`src/rtl/sat_shift_pkg.sv`:
```
package sat_shift_pkg;
  // Strobes issued by the control half to the datapath each cycle
  typedef struct packed {
    logic clear;    // return stored result and flag to zero
    logic capture;  // load the newly computed result and flag
  } shiftStrobe_t;
endpackage

```
`src/rtl/shift_ctrl.sv`:
```
module shift_ctrl
  import sat_shift_pkg::*;
(
  input  logic         clk,
  input  logic         rst,
  input  logic         inValid,
  output shiftStrobe_t strobe,
  output logic         outValid
);
  always_comb begin
    strobe.clear   = rst;
    strobe.capture = inValid & ~rst;
  end

  always_ff @(posedge clk) begin
    if (rst) outValid <= 1'b0;
    else     outValid <= inValid;
  end
endmodule

```
`src/rtl/shift_datapath.sv`:
```
module shift_datapath
  import sat_shift_pkg::*;
#(
  parameter int DATA_W = 32,
  parameter int CNT_W  = 16
) (
  input  logic              clk,
  input  shiftStrobe_t      strobe,
  input  logic [DATA_W-1:0] dataIn,
  input  logic [CNT_W-1:0]  countField,
  input  logic              satEn,
  output logic [DATA_W-1:0] result,
  output logic              ovf
);
  localparam logic [DATA_W-1:0] MAX_POS = {1'b0, {(DATA_W-1){1'b1}}};
  localparam logic [DATA_W-1:0] MAX_NEG = {1'b1, {(DATA_W-1){1'b0}}};

  logic              goRight;
  logic [CNT_W-1:0]  shiftMag;
  logic [DATA_W-1:0] leftRaw;
  logic [DATA_W-1:0] rightRaw;
  logic [DATA_W-1:0] leftBack;
  logic              leftLost;
  logic [DATA_W-1:0] satValue;
  logic [DATA_W-1:0] nextResult;
  logic              nextOvf;

  always_comb begin
    goRight  = countField[CNT_W-1];
    // unsigned magnitude; the most negative count maps to 2**(CNT_W-1)
    shiftMag = goRight ? (~countField + 1'b1) : countField;
    leftRaw  = dataIn << shiftMag;
    rightRaw = DATA_W'($signed(dataIn) >>> shiftMag);
    // shifting back and comparing exposes any lost significant bit;
    // for magnitudes >= DATA_W this reduces to "operand is nonzero"
    leftBack = DATA_W'($signed(leftRaw) >>> shiftMag);
    leftLost = (leftBack != dataIn);
    satValue = dataIn[DATA_W-1] ? MAX_NEG : MAX_POS;

    if (goRight) begin
      nextResult = rightRaw;
      nextOvf    = 1'b0;
    end else begin
      nextResult = (leftLost && satEn) ? satValue : leftRaw;
      nextOvf    = leftLost;
    end
  end

  always_ff @(posedge clk) begin
    if (strobe.clear) begin
      result <= '0;
      ovf    <= 1'b0;
    end else if (strobe.capture) begin
      result <= nextResult;
      ovf    <= nextOvf;
    end
  end
endmodule

```
`src/rtl/sat_shift_unit.sv`:
```
module sat_shift_unit
  import sat_shift_pkg::*;
#(
  parameter int DATA_W = 32,
  parameter int CNT_W  = 16
) (
  input  logic              clk,
  input  logic              rst,
  input  logic              inValid,
  input  logic [DATA_W-1:0] dataIn,
  input  logic [DATA_W-1:0] countWord,
  input  logic              satEn,
  output logic [DATA_W-1:0] result,
  output logic              ovf,
  output logic              outValid
);
  shiftStrobe_t strobe;
  logic         unusedCountHi;

  assign unusedCountHi = ^countWord[DATA_W-1:CNT_W];

  shift_ctrl u_ctrl (
    .clk      (clk),
    .rst      (rst),
    .inValid  (inValid),
    .strobe   (strobe),
    .outValid (outValid)
  );

  shift_datapath #(.DATA_W(DATA_W), .CNT_W(CNT_W)) u_dp (
    .clk        (clk),
    .strobe     (strobe),
    .dataIn     (dataIn),
    .countField (countWord[CNT_W-1:0]),
    .satEn      (satEn),
    .result     (result),
    .ovf        (ovf)
  );
endmodule

```
`config.mk`:
```
export PLATFORM = sky130hd
export DESIGN_NAME = sat_shift_unit
export DESIGN_NICKNAME = d
export VERILOG_FILES = /design/src/rtl/sat_shift_pkg.sv /design/src/rtl/shift_ctrl.sv /design/src/rtl/shift_datapath.sv /design/src/rtl/sat_shift_unit.sv
export SDC_FILE = /design/constraint.sdc
export NUM_CORES = 1
export LEC_CHECK = 0
export ABC_CLOCK_PERIOD_IN_PS = 8700
export BUFFER_PORTS_ARGS = -buffer_cell sky130_fd_sc_hd__buf_4
export CAP_MARGIN = 20
export CELL_PAD_IN_SITES_DETAIL_PLACEMENT = 0
export CELL_PAD_IN_SITES_GLOBAL_PLACEMENT = 1
export CORE_MARGIN = 3
export CORE_UTILIZATION = 30
export DETAILED_ROUTE_END_ITERATION = 10
export HOLD_SLACK_MARGIN = 0.03
export PLACE_DENSITY = 0.61
export SETUP_SLACK_MARGIN = 0.4
export SYNTH_ARGS = -nofsm -noshare
export SYNTH_HDL_FRONTEND = slang
export SYNTH_SLANG_ARGS = --single-unit
```
`constraint.sdc`:
```
create_clock -name clk -period 8.7 [get_ports clk]
set_input_delay 0.435 -clock clk [delete_from_list [all_inputs] [get_ports clk]]
set_output_delay 0.435 -clock clk [all_outputs]
set_load 0.02 [all_outputs]
```
==> reports/results.tsv <==
stage	metric	value	unit
cts	ctsHoldBuffers	0	
synth	synth.area.mux_share	19.1	%
setup_path	worstSetupPathType	input pin to flip-flop	
setup_path	max_stage_delay	0.70	ns
sta	layout_min_cycle_time	7.04	ns
power_and_ir_drop	p_switching	0.685	mW
synth	ys.flop_type	dfxtp_1	
setup_path	cpMostUsedCell	mux2_2	
cts	cts.clk_slew.worst_paths	0.05	ns
setup_path	crit_chain	buf_4 -> inv_1 -> ha_1 -> mux2_2 -> mux2i_1 -> mux2_2 -> o22ai_1 -> a21oi_2 -> a221oi_1 -> o31ai_1 -> o41ai_1 -> a21oi_1 -> a311oi_1 -> nor4b_1 -> nand4_1 -> o21ai_4 -> and2_1 -> a311o_1	
synth	synth_fp_nets	1413	
route	drc_errors	0	
power_and_ir_drop	pwr-share-comb	71.6	%
sta	setup_tns	0	ns
synth	synth_compound_area_share	39.2	%
sta	rsz0062_at_grt	false	
final_layout	layout_commonest_cell	nand2_1	
power_and_ir_drop	power_density	120	nW/µm²
synth	synth-adder-area-share	0.137	%
final_layout	stdcell_count	1736	
setup_path	worstPathRequired	8.92	ns
sta	max_clock_freq	142	MHz
sta	fin_crit_sh	80.9	%
route	vias	12300	
synth	synth_top_family_by_area	compound AO/OA/AOI/OAI gates	
power_and_ir_drop	power_switching_share	56.4	%
setup_path	crit_arrival	7.26	ns
cts	cts.sinks	34	
synth	yosys.area_share.simple	25.4	%
cts	clk_latency	0.28	ns
floorplanning	die-width	180	µm
cts	cts_buffers	5	
cts	cts_resized	0	
status	outcome	complete, no violations	
global_route	overflow	0	
synth	synth_edf_count	0	
place	gp_congestion	1.03	
synth	ys_seq_area_share	7.46	%
synth	ys_ff_latch	34	
sta	worstMarginPinSlew	1.32	ns
floorplanning	fp-row-count	63	
setup_path	critPathLaunchType	input pin	
route	wirelength	58300	µm
sta	hold_viol_final	0	
power_and_ir_drop	seqPwrFrac	14.2	%
cts	cts_htree_levels	2	
power_and_ir_drop	max-vdd-ir-drop	0.0908	mV
setup_path	crit_slowest_cell	mux2_2	
cts	root_buffer	clkbuf_16	
route	drt-vias-per-instance	7.09	
final_layout	syn_to_final_growth	11.2	%
setup_path	end_kind	flip-flop	
cts	post_cts_buffers	0	
synth	synth_xor_xnor_area_share	1.08	%
final_layout	post-route-util	34.0	%
place	dp.cells	1728	
final_layout	layout_common_cells	nand2_1, nor2_1, mux2i_1, buf_4, a21oi_1	
floorplanning	coreArea	29800	µm²
synth	syn-cell-area	9120	µm²
final_layout	drive_above_1_share	16.2	%
sta	skew	0	ns
synth	synth.distinct_cells	100	
route	ant_nets	0	
route	drt_pass1_iterations	6	
route	first_iter_violations	2078	
global_route	antenna_found_initial	2	
floorplanning	num_io_pins	102	
sta	finalSetupViolCount	0	
global_route	grt_pass1_vias	11300	
synth	syn-mean-instance-area	6.79	µm²
global_route	grt_max_degree	64	
floorplanning	initial_core_util	30.6	%
cts	clk_path_buf_depth	2	
power_and_ir_drop	intPower	0.529	mW
sta	slew_headroom	11.9	%
power_and_ir_drop	clkPwrFrac	14.2	%
floorplanning	dieArea	32500	µm²
setup_path	critPathMaxFanout	29	
route	avgRoutedWirePerCell	33.6	µm
synth	synth_warnings	0	
global_route	grt_pass1_wl	83100	µm
cts	cts_tree	built	
floorplanning	fp.dieH	180	µm
final_layout	num-nets-final	1415	
flow_run	max-cap-violations	0	
sta	whs	0.453	ns
place	dp_hpwl	44500	µm
synth	async_flop_share	0	%
place	io_buffers	85	
min_path	min_path_type	flip-flop to flip-flop	
synth	synthCells	1344	
power_and_ir_drop	leakagePower	3.83	nW
global_route	grt.total_usage	33.8	%
sta	slew_violations	0	
final_layout	antennaDiodeCount	0	
[worst paths after layout]
path                        from              end  slack, ns  cells past startpoint
setup / recovery    countWord[1]  u_dp.result[22]       1.66                     18
hold / removal          u_dp.ovf         u_dp.ovf       0.45                      2
setup reg to reg  u_dp.result[0]   u_dp.result[0]       7.66                      3
hold reg to reg         u_dp.ovf         u_dp.ovf       0.45                      2
[power groups by stage]
stage	Clock, mW	Combinational, mW	Sequential [mW]
global route	0.187	0.896	0.173
floorplan	0	0.499	0.186
CTS	0.174	0.826	0.172
finish	0.173	0.869	0.172
detailed placement	0	0.823	0.175
global placement	0	0.832	0.175
[final cells by class]
type / count / area (µm²)
inverter: 16 / 60.1
fill: 3329 / 19700
tap: 390 / 488
multi-input combinational: 1159 / 7790
timing repair buffer: 130 / 988
sequential: 34 / 681
clock buffer: 5 / 125
clock inverter: 2 / 10.0
[metal layers]
layer / vias up / wire length, µm / global-route usage, %
met5: - / 12 / 0
met4: 2 / 2690 / 11.9
met3: 157 / 7210 / 9.57
met2: 884 / 23600 / 48.4
met1: 6044 / 24800 / 48.2
li1: 5227 / - / -
[cell usage after synthesis, drive strengths merged, types with 13 or more instances]
master | count | area [µm²]
o21ai | 78 | 402
o211ai | 20 | 155
o221ai | 21 | 190
clkbuf | 58 | 219
mux2 | 27 | 304
a21oi | 100 | 508
nand3 | 43 | 215
nand2b | 13 | 88.8
a22oi | 27 | 203
o31ai | 18 | 150
nor3 | 29 | 145
a211oi | 19 | 148
mux2i | 132 | 1330
dfxtp | 34 | 681
inv | 16 | 60.1
nand4 | 20 | 125
buf | 77 | 414
o22ai | 31 | 200
nor2 | 133 | 504
a31oi | 39 | 244
nand2 | 172 | 653
[worst max-delay path, delay by kind of cell]
kind	cells	cell delay [ns]
AO/OA/AOI/OAI	9	3.02
adder cells (fa/ha/maj)	1	0.36
buffers and inverters	2	0.21
multiplexers	3	1.61
AND/OR/NAND/NOR	3	1.57
[state kept, by name, indices dropped and copies added (netlist names)]
| name | cells |
|---|---|
| u_dp.ovf | 1 |
| u_dp.result | 32 |
| u_ctrl.outValid | 1 |
[through the flow]
stage	setup WS [ns]	total power [mW]	cell area [µm²]
after floorplan	2.09	0.685	9120
after global placement	1.55	1.01	10000
after detailed placement	1.70	0.999	10000
after CTS	1.99	1.17	10100
after global routing	1.38	1.26	10100
final	1.66	1.21	10100
[logic make-up (layout without fill, tap and decap cells)]
family / after synthesis / after routing
AOI/OAI and AO/OA: 500 / 500
and+or+nand+nor: 487 / 487
muxes: 164 / 164
buffers and inverters: 151 / 153
DFF: 34 / 34
xor gates and xnor gates: 7 / 7
adders and majority gates: 1 / 1
Note: power is estimated with default switching activity, not from simulation.
